--- src/rtl/irqv_pkg.sv ---
package irqv_pkg;
  localparam int N_SRC = 2;
  localparam int SRC_RX = 0;
  localparam int SRC_TICK = 1;
  localparam logic [7:0] CMD_SET_EN  = 8'h0E;
  localparam logic [7:0] CMD_SET_VEC = 8'h0F;
  localparam logic [7:0] VEC_RESET   = 8'hFF;
endpackage

--- src/rtl/irqv_cmd_regs.sv ---
module irqv_cmd_regs
  import irqv_pkg::*;
#(
  parameter int DW = 8,
  parameter int CW = 8,
  parameter int NS = N_SRC
) (
  input  logic          clk,
  input  logic          rst_n,
  input  logic          cmd_valid,
  input  logic [CW-1:0] cmd_code,
  input  logic [DW-1:0] cmd_data,
  output logic [NS-1:0] en,
  output logic [DW-1:0] vec
);
  logic hit_en, hit_vec;

  assign hit_en  = cmd_valid && (cmd_code == CW'(CMD_SET_EN));
  assign hit_vec = cmd_valid && (cmd_code == CW'(CMD_SET_VEC));

  always_ff @(posedge clk or negedge rst_n) begin
    if (!rst_n) begin
      en  <= '0;
      vec <= DW'(VEC_RESET);
    end else begin
      if (hit_en)  en  <= cmd_data[NS-1:0];
      if (hit_vec) vec <= cmd_data;
    end
  end
endmodule

--- src/rtl/irqv_pend.sv ---
module irqv_pend #(
  parameter int NS = 2
) (
  input  logic          clk,
  input  logic          rst_n,
  input  logic [NS-1:0] src_raw,
  input  logic [NS-1:0] en,
  input  logic [NS-1:0] clr,
  output logic [NS-1:0] pend
);
  for (genvar g = 0; g < NS; g++) begin : g_src
    logic prev_q, rise;
    assign rise = src_raw[g] & ~prev_q;
    always_ff @(posedge clk or negedge rst_n) begin
      if (!rst_n) begin
        prev_q  <= 1'b0;
        pend[g] <= 1'b0;
      end else begin
        prev_q  <= src_raw[g];
        // a fresh enabled edge outranks the clear of the same flag
        pend[g] <= (pend[g] & ~clr[g]) | (rise & en[g]);
      end
    end
  end
endmodule

--- src/rtl/irqv_ack_ctl.sv ---
module irqv_ack_ctl #(
  parameter int NS = 2
) (
  input  logic          clk,
  input  logic          rst_n,
  input  logic          iorq_n,
  input  logic          m1_n,
  input  logic          rd_n,
  input  logic          wr_n,
  input  logic [NS-1:0] pend,
  input  logic [NS-1:0] en,
  output logic          ack_now,
  output logic [NS-1:0] clr
);
  logic          ack_q;
  logic [NS-1:0] sel_q;
  logic [NS-1:0] pick;
  logic          found;

  assign ack_now = ~iorq_n & ~m1_n & rd_n & wr_n;

  // lowest index (serial receive) takes precedence
  always_comb begin
    pick  = '0;
    found = 1'b0;
    for (int i = 0; i < NS; i++) begin
      if (!found && pend[i] && en[i]) begin
        pick[i] = 1'b1;
        found   = 1'b1;
      end
    end
  end

  always_ff @(posedge clk or negedge rst_n) begin
    if (!rst_n) begin
      ack_q <= 1'b0;
      sel_q <= '0;
    end else begin
      ack_q <= ack_now;
      if (ack_now && !ack_q)      sel_q <= pick;
      else if (!ack_now && ack_q) sel_q <= '0;
    end
  end

  assign clr = (!ack_now && ack_q) ? sel_q : '0;
endmodule

--- src/rtl/irq_vector_responder.sv ---
module irq_vector_responder
  import irqv_pkg::*;
#(
  parameter int DW = 8,
  parameter int CW = 8
) (
  input  logic          clk,
  input  logic          rst_n,
  input  logic          iorq_n,
  input  logic          m1_n,
  input  logic          rd_n,
  input  logic          wr_n,
  input  logic          rx_req,
  input  logic          tick_req,
  input  logic          cmd_valid,
  output logic          cmd_ready,
  input  logic [CW-1:0] cmd_code,
  input  logic [DW-1:0] cmd_data,
  output logic          int_n,
  output logic [DW-1:0] bus_dout,
  output logic          bus_oe
);
  logic [N_SRC-1:0] en_w, pend_w, clr_w, raw_w;
  logic [DW-1:0]    vec_w;
  logic             ack_w;

  assign raw_w[SRC_RX]   = rx_req;
  assign raw_w[SRC_TICK] = tick_req;

  irqv_cmd_regs #(.DW(DW), .CW(CW), .NS(N_SRC)) u_regs (
    .clk(clk), .rst_n(rst_n), .cmd_valid(cmd_valid), .cmd_code(cmd_code),
    .cmd_data(cmd_data), .en(en_w), .vec(vec_w)
  );

  irqv_pend #(.NS(N_SRC)) u_pend (
    .clk(clk), .rst_n(rst_n), .src_raw(raw_w), .en(en_w), .clr(clr_w),
    .pend(pend_w)
  );

  irqv_ack_ctl #(.NS(N_SRC)) u_ack (
    .clk(clk), .rst_n(rst_n), .iorq_n(iorq_n), .m1_n(m1_n), .rd_n(rd_n),
    .wr_n(wr_n), .pend(pend_w), .en(en_w), .ack_now(ack_w), .clr(clr_w)
  );

  assign cmd_ready = 1'b1;
  assign int_n     = ~|(pend_w & en_w);
  assign bus_oe    = ack_w;
  assign bus_dout  = vec_w;
endmodule

--- config.mk ---
export PLATFORM = sky130hd
export DESIGN_NAME = irq_vector_responder
export DESIGN_NICKNAME = d
export VERILOG_FILES = /design/src/rtl/irqv_pkg.sv /design/src/rtl/irqv_cmd_regs.sv /design/src/rtl/irqv_pend.sv /design/src/rtl/irqv_ack_ctl.sv /design/src/rtl/irq_vector_responder.sv
export SDC_FILE = /design/constraint.sdc
export NUM_CORES = 1
export LEC_CHECK = 0
export CAP_MARGIN = 20
export CORE_MARGIN = 4
export CORE_UTILIZATION = 37
export CTS_BUF_LIST = sky130_fd_sc_hd__clkbuf_8
export DETAILED_ROUTE_END_ITERATION = 8
export GPL_TIMING_DRIVEN = 0
export PLACE_DENSITY = 0.77
export SLEW_MARGIN = 20
export SYNTH_ARGS = -nofsm -noshare
export SYNTH_HDL_FRONTEND = slang
export SYNTH_SLANG_ARGS = --single-unit
--- constraint.sdc ---
create_clock -name clk -period 0.8 [get_ports clk]
set_input_delay 0.12 -clock clk [delete_from_list [all_inputs] [get_ports clk]]
set_output_delay 0.12 -clock clk [all_outputs]
set_load 0.02 [all_outputs]
==> results of run 1 <==
critical path: stages:
cell and delay, ns:
buf_6 0.09, or4b_4 0.53, or3_4 0.44, mux2_4 0.32
synth_stat cells:
master,count,area share
dfrtp_1,9,0.30
dfstp_2,8,0.28
mux2_4,8,0.16
nand2_1,7,0.035
inv_1,4,0.020
o21ai_0,3,0.020
ha_1,2,0.033
mux2_2,2,0.030
nand3_1,2,0.013
a22oi_1,1,0.010
a32o_1,1,0.013
buf_4,1,0.010
buf_6,1,0.015
conb_1,1,0.0050
nand4_1,1,0.0084
nand4b_1,1,0.012
nor2_1,1,0.0050
nor3_1,1,0.0067
or3_1,1,0.0084
or4b_1,1,0.013
final cells by class:
type | count | area, sq um | share of cell area
Sequential cell | 17 | 437 | 0.332
Inverter | 4 | 17.5 | 0.0133
Buffer | 1 | 7.51 | 0.00570
Multi-Input combinational cell | 33 | 367 | 0.279
Tap cell | 27 | 33.8 | 0.0257
Timing Repair Buffer | 41 | 409 | 0.311
Clock inverter | 1 | 3.75 | 0.00285
Clock buffer | 3 | 41.3 | 0.0314
state kept, by name (all words and copies together), names as in the netlist:
signal,cells
u_ack.ack_q,1
u_pend.pend,2
u_pend.g_src.prev_q,2
u_regs.en,2
u_regs.vec,8
u_ack.sel_q,2
path summary, 6_finish.rpt:
check | start | endpoint | slack (ns)
min in group clk | m1_n | u_ack.ack_q$_DFF_PN0_ | 0.13
max in group asynchronous | rst_n | u_pend.pend[0]$_DFF_PN0_ | 0.29
worst min register to register | u_pend.g_src[0].prev_q$_DFF_PN0_ | u_pend.pend[0]$_DFF_PN0_ | 0.43
worst max register to register | u_regs.en[1]$_DFFE_PN0P_ | u_regs.en[1]$_DFFE_PN0P_ | -0.12
worst min-delay path | rst_n | u_ack.sel_q[0]$_DFFE_PN0P_ | 0.02
worst max-delay path | cmd_code[4] | u_regs.vec[5]$_DFFE_PN1P_ | -0.53
per-layer routing:
layer | vias up | GRT usage
li1 | 281 | -
met1 | 299 | 0.137
met2 | 19 | 0.273
met3 | 2 | 0.0169
met4 | 0 | 0.0894
met5 | - | 0
through the flow:
step                      utilization  power, W  area, sq um  setup WS (ns)
after detailed placement        0.604   0.00131         1170          -1.17
after floorplan                     -   0.00111          798         -0.728
after global placement          0.604   0.00130         1170          -1.17
after global routing            0.678   0.00206         1320         -0.544
final                           0.678   0.00198         1320         -0.526
after CTS                       0.651   0.00196         1260         -0.605
cell families after synthesis:
family / count (synthesis) / share of synthesized area
multiplexers: 10 / 0.190
flip-flops: 17 / 0.581
AND/OR/NAND/NOR: 15 / 0.102
buffers and inverters: 6 / 0.0451
other: 1 / 0.00500
adder cells (fa/ha/maj): 2 / 0.0334
AO/OA/AOI/OAI: 5 / 0.0434
power groups by stage:
stage	Sequential [W]	Clock, W	Combinational [W]
after floorplan	0.00101	0	0.0000951
after global placement	0.000992	0	0.000310
after detailed placement	0.000996	0	0.000316
after CTS	0.000981	0.000628	0.000353
after global routing	0.000996	0.000666	0.000397
final	0.000991	0.000620	0.000368
layout by cell type, fill, tap and decap left out, drive strengths merged, types with 3 or more instances in the layout:
cell type,n
o21ai,3
nand2,7
inv,5
buf,24
clkdlybuf4s50,10
dfstp,8
mux2,10
dlymetal6s2s,5
clkbuf,3
dfrtp,9
repair_timing:
| item | in CTS | in global routing |
|---|---|---|
| setup endpoints to repair | 33 | 24 |
| pin swaps | 7 | 11 |
| hold buffers | 0 | 0 |
| setup buffers | 6 | 3 |
| gates cloned | 0 | 0 |
| resized for setup | 89 | 19 |
==> results_dict.tcl, run 1 <==
set metrics [dict create \
    hold_ws_ns 0.0231 \
    place_congestion 0.718 \
    tritoncts "built" \
    dr.pass1.iters 4 \
    fmax_mhz 754 \
    tightest_slew_ns 0.701 \
    final_hold_viol_count 0 \
    highest_layer "met4" \
    status "finished with violations" \
    p_seq_frac 0.501 \
    max_slew_margin 0.532 \
    power_leakage_nw 0.639 \
    grt_max_degree 18 \
    hp-class "input port to asynchronous set/reset pin" \
    nFillCells 144 \
    drt-vias-per-instance 4.73 \
    wl_met1_microns 612 \
    finalSetupViolations 23 \
    cts.sinks 17 \
    tns_ns -7.56 \
    drive_gt1_frac 0.630 \
    synth.avg_cell_area_sq_um 13.4 \
    port_buffers 34 \
    rsz0062_at_grt "yes" \
    core_area_sq_mm 0.00194 \
    powerDensity_mw_per_mm2 1500 \
    violations "setup timing" \
    boundaryPins 36 \
    ir_drop_mv 0.824 \
    placed_cells_incl_taps 117 \
    skew_ns 0.00356 \
    drt_iter0_markers 9 \
    nNetsFinal 128 \
    num_antenna_cells 0 \
    clk_latency_ns 0.25 \
    track_usage 0.141 \
    synth_seq_cells 17 \
    ys_types 20 \
    routed_wl_mm 1.74 \
    post-route-min-period_ns 1.33 \
    dr_wl_met2_mm 1.03 \
    required_ns 0.98 \
    power_frac_comb 0.186 \
    layout.cells.non_filler 127 \
    slew_viol_final 0 \
    cp_max_fo 8 \
    remaining_drc_errors 0 \
    yosysSeqAreaShare 0.581 \
    internal_power_w 0.00151 \
    row_count 16 \
    worstSetupEndpointType "register" \
    synth_area_sq_um 749 \
    area_delta_synth_final_pct 75.6 \
    dr_wl_met3_microns 84 \
    overflow 0 \
    antenna_found_initial 0 \
    cap_violations 0 \
    dpl.hpwl_mm 1.25 \
    critPathLaunchType "input port" \
    clock_power_share 0.313 \
    synth_warnings 0 \
    antenna_left 0 \
    syn-num-nets 83 \
    via_count 601 \
    fin_ws_ns -0.526 \
    power.switching_w 0.000466 \
    routedWlPerCell_microns 13.7 \
    critPathKind "input port to register" \
    cts.clk_slew.worst_paths_ns 0.06 \
    grt_pass1_vias 667 \
    clockBufferDepth 2 \
    cts_max_level 1 \
    synth_cells 56 \
    grt_pass1_wl_mm 2.78 \
    cts_made_buffers 3 \
    r2r_cells 2 \
    fp.dieH_microns 53.0 \
    die_x_microns 53.0 \
    floorplan.initialDensity 0.386 \
    cts_root_buf "clkbuf_8" \
    critPathArrivalTime_ns 1.50 \
    die_area_sq_mm 0.00281 \
    sw_frac_of_total 0.236 \
    finalCritPeriodShare 1.66 \
]
(Power assumes the default switching activity.)
==> inputs of run 2 (changes only) <==
--- a/config.mk
+++ b/config.mk
@@ -6,12 +6,14 @@
 export NUM_CORES = 1
 export LEC_CHECK = 0
 export CAP_MARGIN = 20
+export CELL_PAD_IN_SITES_DETAIL_PLACEMENT = 0
+export CELL_PAD_IN_SITES_GLOBAL_PLACEMENT = 2
 export CORE_MARGIN = 4
-export CORE_UTILIZATION = 37
+export CORE_UTILIZATION = 23
 export CTS_BUF_LIST = sky130_fd_sc_hd__clkbuf_8
 export DETAILED_ROUTE_END_ITERATION = 8
 export GPL_TIMING_DRIVEN = 0
-export PLACE_DENSITY = 0.77
+export PLACE_DENSITY_LB_ADDON = 0.1
 export SLEW_MARGIN = 20
 export SYNTH_ARGS = -nofsm -noshare
 export SYNTH_HDL_FRONTEND = slang
==> run 2 against run 1 <==
  * The run still ends with setup timing left
  * Global-route usage is 5.2 points lower
  * Largest cell class unchanged
  * Sequential power down 1%
  * Final cell count increased by 12%
  * Fmax grew 0.13%
  * First-iteration DRC count shrank 44%
  * Critical endpoint unchanged
==> results_dict.tcl, run 2 (synthesized netlist as in run 1, its figures left out) <==
set metrics [dict create \
    status "finished with violations" \
    violations "setup timing" \
    final_common_cell "buf_6" \
    cpLargestDelayFamily "simple AND/OR/NAND/NOR gates" \
    drt-vias-per-instance 4.11 \
    floorplan.initialDensity 0.243 \
    dr_wl_met2_microns 699 \
    crit_chain "buf_6, or4b_4, or3_4, mux2_4" \
    fmax_mhz 755 \
    crit_buf_inv 1 \
    slew_viol_final 0 \
    finalCritPeriodShare 1.66 \
    core_area_sq_mm 0.00308 \
    post-route-min-period_ns 1.32 \
    stdcell_area_sq_mm 0.00130 \
    regMostFlops "u_regs.vec" \
    cts.sinks 17 \
    port_buffers 34 \
    antenna_left 0 \
    fp.dieH_microns 65.1 \
    slowest_delay_ns 0.53 \
    cts_made_buffers 3 \
    power_leakage_nw 0.626 \
    boundaryPins 36 \
    dr_wl_met3_microns 162 \
    clk_latency_ns 0.25 \
    required_ns 0.98 \
    wl_met1_microns 728 \
    dpl.hpwl_mm 1.21 \
    ir_drop_mv 0.682 \
    grt_pass1_vias 643 \
    tritoncts "built" \
    largest_reg_flops 8 \
    tightest_slew_ns 0.714 \
    worstSetupEndpointType "register" \
    critPathKind "input port to register" \
    powerDensity_mw_per_mm2 1500 \
    critPathLaunchType "input port" \
    via_count 583 \
    place_area_sq_mm 0.00119 \
    die_x_microns 65.1 \
    cts.clk_slew.worst_paths_ns 0.07 \
    nFillCells 310 \
    overflow 0 \
    track_usage 0.0884 \
    drt_iter0_markers 5 \
    dr.pass1.iters 4 \
    nNetsFinal 126 \
    die_area_sq_mm 0.00424 \
    placement.setup.worst_slack_ns -1.17 \
    layout_common_cells "13 x buf_6, 10 x mux2_4, 10 x clkdlybuf4s50_1" \
    area_delta_synth_final_pct 73.6 \
    critPathArrivalTime_ns 1.50 \
    rsz0062_at_grt "yes" \
    row_count 20 \
    max_slew_margin 0.524 \
    finalSetupViolations 23 \
    cap_violations 0 \
    cts_root_buf "clkbuf_8" \
    drive_gt1_frac 0.592 \
    place_congestion 0.611 \
    grt_max_degree 18 \
    skew_ns 0.000645 \
    cts_max_level 1 \
    routedWlPerCell_microns 11.4 \
    cp_slowest_cell "or4b_4" \
    fin_ws_ns -0.524 \
    cp_max_fo 8 \
    routed_wl_mm 1.62 \
    grt_pass1_wl_mm 2.86 \
    num_antenna_cells 0 \
    antenna_found_initial 0 \
    final_hold_viol_count 0 \
    remaining_drc_errors 0 \
    highest_layer "met4" \
    clockBufferDepth 2 \
    hp-class "input port to asynchronous set/reset pin" \
]
[run 2: final cells by class]
type | instances | area (sq um) | share of cell area
Sequential cell | 17 | 435 | 0.335
Timing Repair Buffer | 39 | 383 | 0.294
Multi-Input combinational cell | 33 | 357 | 0.274
Tap cell | 44 | 55.1 | 0.0423
Clock buffer | 3 | 41.3 | 0.0317
Inverter | 4 | 17.5 | 0.0135
Buffer | 1 | 7.51 | 0.00577
Clock inverter | 1 | 5.00 | 0.00385
[run 2: per-stage QoR]
| stage | power [W] | hold slack (ns) | utilization | setup TNS [ns] | std cells |
|---|---|---|---|---|---|
| floorplan | 0.00111 | -0.176 | - | -6.98 | 56 |
| global placement | 0.00130 | 0.410 | 0.388 | -23.16 | 134 |
| detailed placement | 0.00131 | 0.427 | 0.388 | -22.77 | 134 |
| CTS | 0.00198 | 0.0633 | 0.420 | -8.32 | 144 |
| global route | 0.00207 | 0.104 | 0.423 | -8.14 | 142 |
| finish | 0.00195 | 0.0341 | 0.423 | -7.51 | 142 |
[run 2: layer usage]
| layer | global-route usage | up-vias |
|---|---|---|
| met3 | 0.0347 | 2 |
| met1 | 0.106 | 277 |
| met5 | 0 | - |
| met2 | 0.132 | 29 |
| met4 | 0.0544 | 0 |
| li1 | - | 275 |
[run 2: final timing paths]
kind | endpoint | start | slack (ns) | cells after the start
max in group asynchronous | u_pend.pend[0]$_DFF_PN0_ | rst_n | 0.32 | 1
worst min register to register | u_pend.pend[0]$_DFF_PN0_ | u_pend.g_src[0].prev_q$_DFF_PN0_ | 0.42 | 1
worst min-delay path | u_regs.en[1]$_DFFE_PN0P_ | rst_n | 0.03 | 1
worst max-delay path | u_regs.vec[5]$_DFFE_PN1P_ | cmd_code[6] | -0.52 | 4
min in group clk | u_ack.ack_q$_DFF_PN0_ | m1_n | 0.16 | 4
worst max register to register | u_regs.en[1]$_DFFE_PN0P_ | u_regs.en[1]$_DFFE_PN0P_ | -0.11 | 2
[run 2: timing repair]
item,CTS,global route
gates resized for setup,88,12
hold buffers,0,0
endpoints found under the setup margin,33,23
setup buffers,6,0
pin swaps,6,6
[run 2: power breakdown]
group	internal, W	switching (W)	leakage [nW]
Sequential	0.000934	0.0000461	0.201
Combinational	0.000219	0.000127	0.399
Clock	0.000345	0.000285	0.0255
Total	0.00150	0.000457	0.626
==> inputs of run 3 (changes only) <==
--- a/config.mk
+++ b/config.mk
@@ -14,7 +14,6 @@
 export DETAILED_ROUTE_END_ITERATION = 8
 export GPL_TIMING_DRIVEN = 0
 export PLACE_DENSITY_LB_ADDON = 0.1
-export SLEW_MARGIN = 20
 export SYNTH_ARGS = -nofsm -noshare
 export SYNTH_HDL_FRONTEND = slang
 export SYNTH_SLANG_ARGS = --single-unit
==> results of run 3 <==
The final DEF is identical to that of run 2; final timing and power are the same.
